[config.mk]
export PLATFORM = sky130hd
export DESIGN_NAME = dual_read_responder
export DESIGN_NICKNAME = d
export VERILOG_FILES = /design/src/rtl/dual_read_responder.sv
export SDC_FILE = /design/constraint.sdc
export NUM_CORES = 1
export LEC_CHECK = 0
export CAP_MARGIN = 20
export CORE_UTILIZATION = 45
export CTS_CLUSTER_DIAMETER = 60
export DETAILED_ROUTE_END_ITERATION = 8
export PLACE_DENSITY_LB_ADDON = 0.12
export SYNTH_ARGS = -nofsm -noshare
export SYNTH_HDL_FRONTEND = slang
export SYNTH_SLANG_ARGS = --single-unit
[constraint.sdc]
create_clock -name clk -period 2.4 [get_ports clk]
set_clock_uncertainty 0.1 [all_clocks]
set_input_delay 0.24 -clock clk [delete_from_list [all_inputs] [get_ports clk]]
set_output_delay 0.24 -clock clk [all_outputs]
set_load 0.005 [all_outputs]
[src/rtl/dual_read_responder.sv]
module dual_read_responder #(
  parameter int ADDR_BITS  = 8,
  parameter int DUMMY_CLKS = 4
) (
  input  logic       clk,
  input  logic       rst_n,
  input  logic       busy,
  input  logic       cs_n,
  input  logic       sclk,
  input  logic [1:0] io_i,
  output logic [1:0] io_o,
  output logic       io_oe
);
  localparam int DEPTH = 1 << ADDR_BITS;
  localparam int CW = 5;
  localparam logic [7:0] CMD_DUAL = 8'hBB;

  typedef enum logic [2:0] {PH_CMD, PH_ADDR, PH_DUMMY, PH_DATA, PH_DROP} phase_t;

  logic sclk_q1, sclk_q2, cs_q1;
  logic [1:0] io_q1;
  phase_t phase;
  logic [CW-1:0] cnt;
  logic [7:0] op_sr;
  logic [23:0] addr_sr;
  logic [ADDR_BITS-1:0] ptr;
  logic [1:0] pair;
  logic [7:0] mem [DEPTH];

  for (genvar g = 0; g < DEPTH; g++) begin : g_fill
    assign mem[g] = 8'(g * 37) ^ 8'h5A;
  end

  wire rise = sclk_q1 & ~sclk_q2;
  wire fall = ~sclk_q1 & sclk_q2;
  wire [7:0] op_next = {op_sr[6:0], io_q1[0]};
  wire [23:0] addr_next = {addr_sr[21:0], io_q1};
  wire [7:0] cur_byte = mem[ptr];
  wire [7:0] shifted = cur_byte << {pair, 1'b0};
  wire data_ph = (phase == PH_DATA);
  wire drop_ph = (phase == PH_DROP);

  always_ff @(posedge clk or negedge rst_n) begin
    if (!rst_n) begin
      sclk_q1 <= 1'b0;
      sclk_q2 <= 1'b0;
      cs_q1   <= 1'b1;
      io_q1   <= '0;
      phase   <= PH_CMD;
      cnt     <= '0;
      op_sr   <= '0;
      addr_sr <= '0;
      ptr     <= '0;
      pair    <= '0;
      io_oe   <= 1'b0;
      io_o    <= '0;
    end else begin
      sclk_q1 <= sclk;
      sclk_q2 <= sclk_q1;
      cs_q1   <= cs_n;
      io_q1   <= io_i;
      if (cs_q1) begin
        phase <= PH_CMD;
        cnt   <= '0;
        pair  <= '0;
        io_oe <= 1'b0;
        io_o  <= '0;
      end else if (rise) begin
        case (phase)
          PH_CMD: begin
            op_sr <= op_next;
            if (cnt == CW'(7)) begin
              cnt   <= '0;
              phase <= (op_next == CMD_DUAL && !busy) ? PH_ADDR : PH_DROP;
            end else begin
              cnt <= cnt + 1'b1;
            end
          end
          PH_ADDR: begin
            addr_sr <= addr_next;
            if (cnt == CW'(11)) begin
              cnt   <= '0;
              ptr   <= addr_next[ADDR_BITS-1:0];
              phase <= (DUMMY_CLKS == 0) ? PH_DATA : PH_DUMMY;
            end else begin
              cnt <= cnt + 1'b1;
            end
          end
          PH_DUMMY: begin
            if (cnt == CW'(DUMMY_CLKS - 1)) begin
              cnt   <= '0;
              phase <= PH_DATA;
            end else begin
              cnt <= cnt + 1'b1;
            end
          end
          default: ;
        endcase
      end else if (fall && data_ph) begin
        io_oe <= 1'b1;
        io_o  <= shifted[7:6];
        pair  <= pair + 1'b1;
        if (pair == 2'd3) ptr <= ptr + 1'b1;
      end
    end
  end
endmodule


Word level (Yosys, flattened, before mapping)
Memories as Yosys holds them, arrays and structs flattened.
Index checks and enable logic that the tools add are counted.
- shift operators: 1
- mux-type cells: 29
- magnitude comparators: 1
- equality and inequality tests: 14
- bitwise logic cells: 6
- add/subtract/negate cells: 3
- $mul: 0
- reduce and logical (&&, ||, !) cells: 15
- div/mod/pow operators: 0
- operators with widths (cell ; count):
    $mux W8 ; 7
    $mux W5 ; 5
    $mux W3 ; 6
    $pmux W5 S3 ; 1
    $mux W2 ; 6
    $reduce_and A5 Y1 ; 2
    $ge A9 B9 Y1 const B ; 1
    $ne A3 B3 Y1 const B ; 3
    $not A8 Y9 ; 1
    $pmux W3 S3 ; 1
    $add A8 B1 Y8 const B ; 1
    $eq A8 B8 Y1 const B ; 1
    $reduce_bool A2 Y1 ; 4
    $shl A8 B3 Y8 ; 1
    $eq A3 B2 Y1 const B ; 2
    $reduce_and A3 Y1 ; 2
    $add A5 B1 Y5 const B ; 1
    $eq A5 B2 Y1 const B ; 1
    $eq A5 B3 Y1 const B ; 1
    $eq A5 B4 Y1 const B ; 1
    $ne A2 B1 Y1 const B ; 2
    $reduce_and A2 Y1 ; 2
    $reduce_bool A4 Y1 ; 1
    $eq A3 B1 Y1 const B ; 1
    9 further kinds ; 15
- input port bits: 7
- bits in writable memories: 0
- output and inout bits: 3
- word-level logic and storage cells: 82
- latch bits: 0
- memories: 1
- bits in read-only memories: 2048
- flip-flop bits (word level): 39
- memory list (name ; depth ; bits a word ; read ports ; clocked after memory_dff ; write ports ; RTL line ; source):
    (no name shown) ; 256 ; 8 ; 1 ; 0 ; 0 ; 38 ; wire [7:0] cur_byte = mem[ptr];

Logic depth before layout (Yosys ltp)
Gate-level depths: netlist (run 1).
- depth after elaboration: 8
- depth in mapped cells: 9
- depth with buffers taken out: 9

Worst setup path before layout (run 1)
OpenSTA, ideal clock, no wires.
- path type: register to register
- from: register ptr[1]
- to: register io_o[0]
- cell stages (with the launch flop): 9
- data arrival time: 1.995 ns
- setup slack: 0.227 ns
- buffers on the path: 0
- required time: 2.223 ns
- library setup time: 0.077 ns
- clock period less this slack: 2.173 ns
- path through: dfrtp_1 -> inv_1 -> ha_1 -> mux2i_1 -> nor2_1 -> or3b_2 -> o211ai_1 -> o211ai_1 -> a21oi_1
- cells in the longest elaborated chain, start to end: 8
- ends and longest elaborated chain (what ; RTL line ; source):
    start: declaration ; 26 ; logic [ADDR_BITS-1:0] ptr;
    start signal: assignment ; 83 ; ptr <= addr_next[ADDR_BITS-1:0];
    start signal: assignment ; 103 ; if (pair == 2'd3) ptr <= ptr + 1'b1;
    $not A8 Y9 (not written as such) ; 38 ;
    $mem_v2 Z256 W8 ; n/a ;
    $mux W8 (not written as such) (2 in a row) ; 38 ;
    $shl A8 B3 Y8 ; 39 ; wire [7:0] shifted = cur_byte << {pair, 1'b0};
    $mux W2 ; 99 ; end else if (fall && data_ph) begin
    $mux W2 ; 68 ; end else if (rise) begin
    $mux W2 ; 62 ; if (cs_q1) begin
    end signal: assignment ; 101 ; io_o <= shifted[7:6];
    end: declaration ; 11 ; output logic [1:0] io_o,
Every way passes these cells. The select of a mux whose other input is x is not followed.
A chain may end at the register's enable or synchronous reset.

Worst setup path after layout (run 1)
- from: register ptr[1]
- to: register io_o[1]
The elaborated chain is that of the path after synthesis.

==> run summary, run 1 <==
The flow ran to the end, and the final reports show no timing, DRC or antenna violations. The final max-slew violation count was 0. The number of remaining DRC errors is 0. The post-synth net total is 363. Of the cells placed in the final design, the portion with a size suffix greater than 1 is 0.153.

The worst hold path startpoint is cs_n. The antenna diode count is 0. The post-placement setup slack came out at 0.132 ns. Subtracting the final worst setup slack from the clock period gives 2.26 ns.

The minimum setup slack among reg-to-reg paths came out at 0.14 ns. The finished cells cover 3230 um2. The clock sink total came out at 39.

Along the worst hold path, the cell count comes to 1. The effective utilization at floorplan is 0.464. The critical path goes through ha_1 > buf_4 > inv_1 > ha_1 > nor2_1 > a311oi_1 > a21oi_1 > o2111ai_1 > o211a_1 > a21oi_1.

STA puts the critical path data arrival time at 2.33 ns. The synthesized-area fraction occupied by and/or/nand/nor cells is 0.192. Setup repair after global routing left no endpoint under its margin. The remaining global-route overflow is 0. No sink is reached through more buffers than the 2 on the longest clock path.

By area, the combinational part of the netlist is dominated by compound AO/OA/AOI/OAI gates. The worst endpoint required time is 2.47 ns. Port buffering added 9 buffers.

The non-filler instance count after layout came out at 430. The leakage power summed over all cells is 1.29 nW. The congestion estimate from routability-driven global placement came to 0.892. The worst ir drop on vdd came out at 0.000426 V.

In this run, synthesis produced a sequential element count of 39. The number of DRC markers in iteration 0 came out at 109. The post-route fraction of the period consumed by the critical path came out at 0.941. The die width is 82.6 um. The remaining number of nets flagged by the antenna check after routing came out at 0.

The number of buffers added by the clock tree synthesis step is 5. The fraction of the mapped netlist area in compound gates is 0.228. The root buffer selected by CTS is sky130_fd_sc_hd__clkbuf_8. The smallest hold slack came out at 0.261 ns. The overall routed net length came out at 6860 um.

The switching part of the total is 0.227. The standard cell core area is 6310 um2. The top cell types in the final layout, fill and taps aside, are sky130_fd_sc_hd__dfrtp_1 (37), sky130_fd_sc_hd__a21oi_1 (32), sky130_fd_sc_hd__nand2_1 (30). Once routing completed, OpenROAD measured the worst setup slack at 0.141 ns. The startpoint-to-endpoint class of the critical path is register to register. The startpoint of the most critical register-to-register path is ptr[1]. For this run, the total global-route usage over all layers was measured as 0.215. The share of synthesized area spent on multiplexers is 0.0859. The average cell area after synthesis is 8.56 um2. The cell area after placement is 3120 um2. The proportion of synthesized flip-flops having asynchronous set or reset is 1.00. In this run the number of H-tree levels came out at 2. In this run the worst path has a maximum fanout of 6. The total of warnings raised by yosys came out at 0.

The vertical die dimension came out at 82.6 um. After clock tree synthesis, the clock-pin slew on the worst setup and hold paths is 0.08 ns. TritonCTS built the clock tree. The worst setup path is launched from a register. After legalization and detailed placement, the total HPWL measured 4930 um. The portion of the post-synthesis area used by sequential elements came out at 0.334. The design internal power came out at 1.03 mW. The gate count of the mapped netlist is 342.

The standard cell with the maximum stage delay on the critical path is sky130_fd_sc_hd__dfrtp_2. The total number of placement rows came out at 29. The XOR/XNOR share of the synthesized area is 0.0376. Of the total power, combinational logic draws 0.077. Timing would allow up to 0.443 GHz.

The relative slew slack is 0.424. The power share of the sequential group is 0.561. The number of nets at the end of the flow is 373. The top flip-flop cell by instance count after synthesis is sky130_fd_sc_hd__dfrtp_1. At the end of the flow the core is filled with cells to 0.512. The number of cells in the design after placement came out at 421. The initial antenna violation count was 0. The number of iterations in the first detailed-routing pass came out at 4. Dividing the detail-routed via count by the number of cells gives 5.86. After clock tree synthesis, the setup repair step added 0 buffers. The netlist area before placement came out at 2930 um2. The via count of the first global-routing pass is 2199. The number of enable-type register cells in the synthesized netlist came out at 0. The largest net degree at the start of global routing is 40. The design draws 1.34 mW. The post-synthesis adder-cell area fraction came out at 0.0599. The library cell used most frequently in the layout, excluding fill and tap cells, is sky130_fd_sc_hd__dfrtp_1. The critical path starts at ptr[1]. The unique cell type count in the Yosys netlist came out at 62. Setup violations remaining at the end of the flow were counted as 0. The total die area came out at 6830 um2. The power per cell area came out at 414 nW/um2. The hold path endpoint is cs_q1. The slew at the pin closest to its max-slew limit is 0.865 ns. The summed negative setup slack over all endpoints is 0 ns. The worst register-to-register path ends at io_o[1]. The final hold violation count is 0. The max-capacitance violation count is 0. In this run the worst hold path is classified as input port to register. The count of buffering cells on the critical path with inverters included came out at 2. The global-route wire length before repair came out at 11100 um. Broken down by cell family, the worst path's largest delay share belongs to compound AO/OA/AOI/OAI gates. The later-pin clock latency in the skew report came out at 0.29 ns.

Measured in cells, the most critical reg-to-reg path has a length of 10. The area overhead of the layout relative to synthesis is 10.5%. The analysis attributes to net switching a power of 303 uW.

The part of the total power dissipated in the clock network came out at 0.362. The worst stage delay on the critical path came out at 0.44 ns. The routed length per instance is 16.0 um.

The number of placed I/O pins came out at 10. The vias after detailed routing is 2521. The worst setup path is captured at a register.
cell families after synthesis:
family	after synthesis
AOI/OAI and AO/OA	102
and+or+nand+nor	113
xor gates and xnor gates	11
adders and majority gates	14
DFF	39
buffers and inverters	41
muxes	22
synth_stat cells (all sizes together), types with 3 or more instances:
library cell	instances	area, um2
nor2	29	111
nor3	6	30.0
o211ai	7	52.6
xor2	5	43.8
a211oi	6	45.0
o21ai	19	95.1
nor2b	11	68.8
a211o	4	35.0
ha	14	175
a21oi	33	169
nand3	13	70.1
a31oi	4	25.0
a311oi	4	35.0
o31ai	3	22.5
inv	14	52.6
xnor2	5	43.8
nand3b	3	22.5
mux2	15	169
nand4	3	18.8
clkbuf	9	33.8
o221ai	3	26.3
nand2b	5	31.3
dfrtp	38	951
buf	17	93.8
nand2	30	113
mux2i	6	60.1
per-layer routing:
layer  global-route usage  wire length (um)  vias to the layer above
met2                0.344              3260                       63
met5                    0                 0                        -
li1                     -                 -                     1255
met4               0.0759               153                        0
met3               0.0264               232                       17
met1                0.297              3220                     1186
layout make-up:
type / count / area [um2]
clock buffers: 8 / 100
fillers: 597 / 3080
inverters: 15 / 56.3
multi-input cells: 262 / 1770
flip-flops and latches: 39 / 978
well taps: 77 / 96.3
repair buffers: 29 / 238
power groups by stage:
stage	combinational [mW]	sequential (mW)	clock, mW
floorplan	0.0714	0.751	0
global placement	0.101	0.762	0
detailed placement	0.103	0.764	0
CTS	0.105	0.751	0.502
global route	0.118	0.760	0.524
finish	0.103	0.751	0.484
worst register-to-register path: cells and delay by family, from the launching register on:
| kind | cells | cell delay (ns) |
|---|---|---|
| AO/OA/AOI/OAI | 5 | 0.81 |
| adder cells (fa/ha/maj) | 2 | 0.49 |
| buffers and inverters | 2 | 0.24 |
| flip-flops | 1 | 0.44 |
| AND/OR/NAND/NOR | 1 | 0.07 |
flip-flops by register name, indices dropped and copies added, names as in the netlist:
name,count
addr_sr,6
cnt,5
cs_q1,1
io_o,2
io_oe,1
io_q1,2
op_sr,7
pair,2
phase,3
ptr,8
sclk_q1,1
sclk_q2,1
repair_timing:
action                                  in CTS  in global routing
endpoints found under the setup margin       0                  1
gates resized for setup                      0                  1
hold buffers                                 1                  0
hold endpoints to repair                     7                  0
worst max-delay path by stage:
stage / slack [ns] / end / cells past startpoint
2_1_floorplan: 0.23 / io_o[0] / 8
3_3_place_gp: 0.17 / io_o[1] / 6
6_report: 0.14 / io_o[1] / 10
4_1_cts: 0.10 / io_o[1] / 9
3_5_place_dp: 0.13 / io_o[1] / 9
5_1_grt: 0.01 / io_o[1] / 9
Power figures use the tool's default switching activity.
==> inputs of run 2 (changes only) <==
--- a/config.mk
+++ b/config.mk
@@ -6,7 +6,7 @@
 export NUM_CORES = 1
 export LEC_CHECK = 0
 export CAP_MARGIN = 20
-export CORE_UTILIZATION = 45
+export CORE_UTILIZATION = 47
 export CTS_CLUSTER_DIAMETER = 60
 export DETAILED_ROUTE_END_ITERATION = 8
 export PLACE_DENSITY_LB_ADDON = 0.12
==> run summary, run 2 (same netlist as run 1, synthesis figures left out) <==
The number of DRC markers in iteration 0 is 116. The critical path goes through inv_2 > ha_2 > inv_1 > o21ai_0 > a311oi_1 > o31ai_1 > o211ai_1 > a21oi_1. The flip-flop count of the largest register after layout is 8. The share of cells above drive strength 1 came out at 0.160.

The routed length per instance is 16.1 um. In this run the vertical extent of the chip is 80.9 um. The total global-route track usage is 0.233. The number of cells in the design after placement came out at 422. The number of placed I/O pins is 10.

After filler insertion, the fill cell instance count of the layout stands at 561. TritonCTS built the clock tree. The via count of the first global-routing pass came out at 2385. The remaining global-route overflow is 0. The time the worst path needs with I/O delays and setup came out at 2.27 ns. The post-route fraction of the period consumed by the critical path came out at 0.947. The power per cell area is 393 nW/um2. The largest net degree at the start of global routing is 40. At the pin with the least slew margin, the transition time is 0.852 ns. The critical path data arrival time is 2.39 ns. Clock-pin slew was measured on the worst setup and hold paths at 0.07 ns.

The slowest stage of the critical path belongs to the cell sky130_fd_sc_hd__dfrtp_1. The total number of placement rows is 28. The vias after detailed routing is 2576. The remaining number of nets flagged by the antenna check after routing is 0. The final hold violation count came out at 0.

The clock sink total is 39. The non-filler instance count after layout is 431. The detail-routed via count per cell is 5.98. The worst setup path is launched from a register. In this run the worst path has a maximum fanout of 6. The overall routed net length came out at 6920 um. The run finished with clean final reports. The largest registers in the layout are ptr: 8 flops, op_sr: 7 flops, addr_sr: 6 flops. The number of buffers on the longest clock path is 2. In this run the clock root is driven by a sky130_fd_sc_hd__clkbuf_8. The congestion estimate from routability-driven global placement came to 0.974. The effective utilization at floorplan is 0.491.

The top cell types in the final layout, fill and taps aside, are sky130_fd_sc_hd__dfrtp_1 (38), sky130_fd_sc_hd__a21oi_1 (32), sky130_fd_sc_hd__nand2_1 (30). The relative slew slack is 0.432. The number of nets at the end of the flow is 376.

The worst endpoint required time is 2.52 ns. The post-placement setup slack is 0.0629 ns. The die width is 80.9 um. The count of input and output buffers came out at 9. The global-route wire length before repair is 11700 um. The half-perimeter wire length after placement is 5060 um. The final max-slew violation count came out at 0. The number of remaining DRC errors is 0.

The capturing element type of the critical path is a register. Max-cap violations in this run came to 0. The most flop-heavy register is ptr. Summed over all cells, the static leakage comes to 1.30 nW.

The number of iterations in the first detailed-routing pass came out at 6. For this run, the slowest stage of the critical path takes 0.46 ns. IR analysis of the VDD net gives a maximum drop of 0.000423 V.

The initial antenna violation count is 0. The library cell used most frequently in the layout, excluding fill and tap cells, is sky130_fd_sc_hd__dfrtp_1. The critical path is of the register to register type. The H-tree level count came out at 2. The setup violation total in the final timing report is 0. 0 antenna diodes ended up in the layout. The later-pin clock latency in the skew report is 0.29 ns.

The final standard cell utilization of the core is 0.543. The maximum achievable frequency is 0.440 GHz. The core region is 5960 um2. The total die area came out at 6550 um2.

The worst hold path belongs to the class input port to register. The number of buffers added by the clock tree synthesis step came out at 5. The overall power came out at 1.27 mW.

The minimum setup slack in the final design came out at 0.126 ns. The area growth from synthesis to layout is 10.6%.
## run 2: cell types whose count changed in the layout (fill, tap and decap cells not counted), sizes merged
cell	previous run	this run
clkinv	1	2
buf	20	23
clkbuf	8	7
## run 2: cell type report
| cell class | instances | area [um2] | share of cell area |
|---|---|---|---|
| Clock buffer | 7 | 76.3 | 0.0236 |
| Clock inverter | 1 | 5.00 | 0.00155 |
| Inverter | 15 | 56.3 | 0.0174 |
| Multi-Input combinational cell | 262 | 1770 | 0.546 |
| Sequential cell | 39 | 977 | 0.302 |
| Tap cell | 75 | 93.8 | 0.0290 |
| Timing Repair Buffer | 32 | 260 | 0.0804 |
## run 2: layer usage
metal | vias up | track usage | share of wire
met5 | - | 0 | 0
met4 | 0 | 0.0821 | 0.020
met3 | 13 | 0.0337 | 0.041
met2 | 65 | 0.376 | 0.48
met1 | 1223 | 0.317 | 0.46
li1 | 1275 | - | -
## run 2: path summary, 6_finish.rpt
path                            startpoint        to  slack (ns)  depth (start not counted)
worst min-delay path                  cs_n     cs_q1        0.25                          1
min in group asynchronous            rst_n    ptr[0]        0.50                          2
max in group asynchronous            rst_n  op_sr[2]        1.16                          2
worst min register to register     sclk_q1   sclk_q2        0.34                          0
worst max register to register      ptr[0]   io_o[0]        0.13                          8
worst max-delay path                ptr[0]   io_o[0]        0.13                          8
## run 2: power breakdown
group          switching [mW]  leakage (nW)  total [mW]  internal [mW]
clock network           0.212        0.0422       0.416          0.204
logic                  0.0425         0.735       0.102         0.0596
registers              0.0419         0.520       0.755          0.713
total                   0.297          1.30        1.27          0.976
## run 2: worst max-delay path, delay by kind of cell, from the launching register on
| family | cells | cell delay, ns |
|---|---|---|
| adders and majority gates | 1 | 0.39 |
| DFF | 1 | 0.46 |
| buffers and inverters | 2 | 0.20 |
| AOI/OAI and AO/OA | 5 | 1.03 |
## run 2: repair_timing
action,CTS,global route
endpoints found under the hold margin,38,0
resized for setup,0,2
endpoints found under the setup margin,0,2
hold buffers,1,0
setup buffers,0,0
## run 2: per-stage QoR
step	TNS (ns)	hold slack, ns	cell area [um2]
2_1_floorplan	0	-0.156	2930
3_3_place_gp	0	0.307	3140
3_5_place_dp	0	0.300	3140
4_1_cts	0	0.245	3230
5_1_grt	-0.00128	0.257	3240
6_report	0	0.255	3240
==> inputs of run 3 (changes only) <==
--- a/config.mk
+++ b/config.mk
@@ -5,9 +5,11 @@
 export SDC_FILE = /design/constraint.sdc
 export NUM_CORES = 1
 export LEC_CHECK = 0
+export ABC_CLOCK_PERIOD_IN_PS = 2400
 export CAP_MARGIN = 20
 export CORE_UTILIZATION = 47
 export CTS_CLUSTER_DIAMETER = 60
+export CTS_CLUSTER_SIZE = 30
 export DETAILED_ROUTE_END_ITERATION = 8
 export PLACE_DENSITY_LB_ADDON = 0.12
 export SYNTH_ARGS = -nofsm -noshare
==> results of run 3 <==
The final DEF is identical to that of run 2; final timing and power are the same.
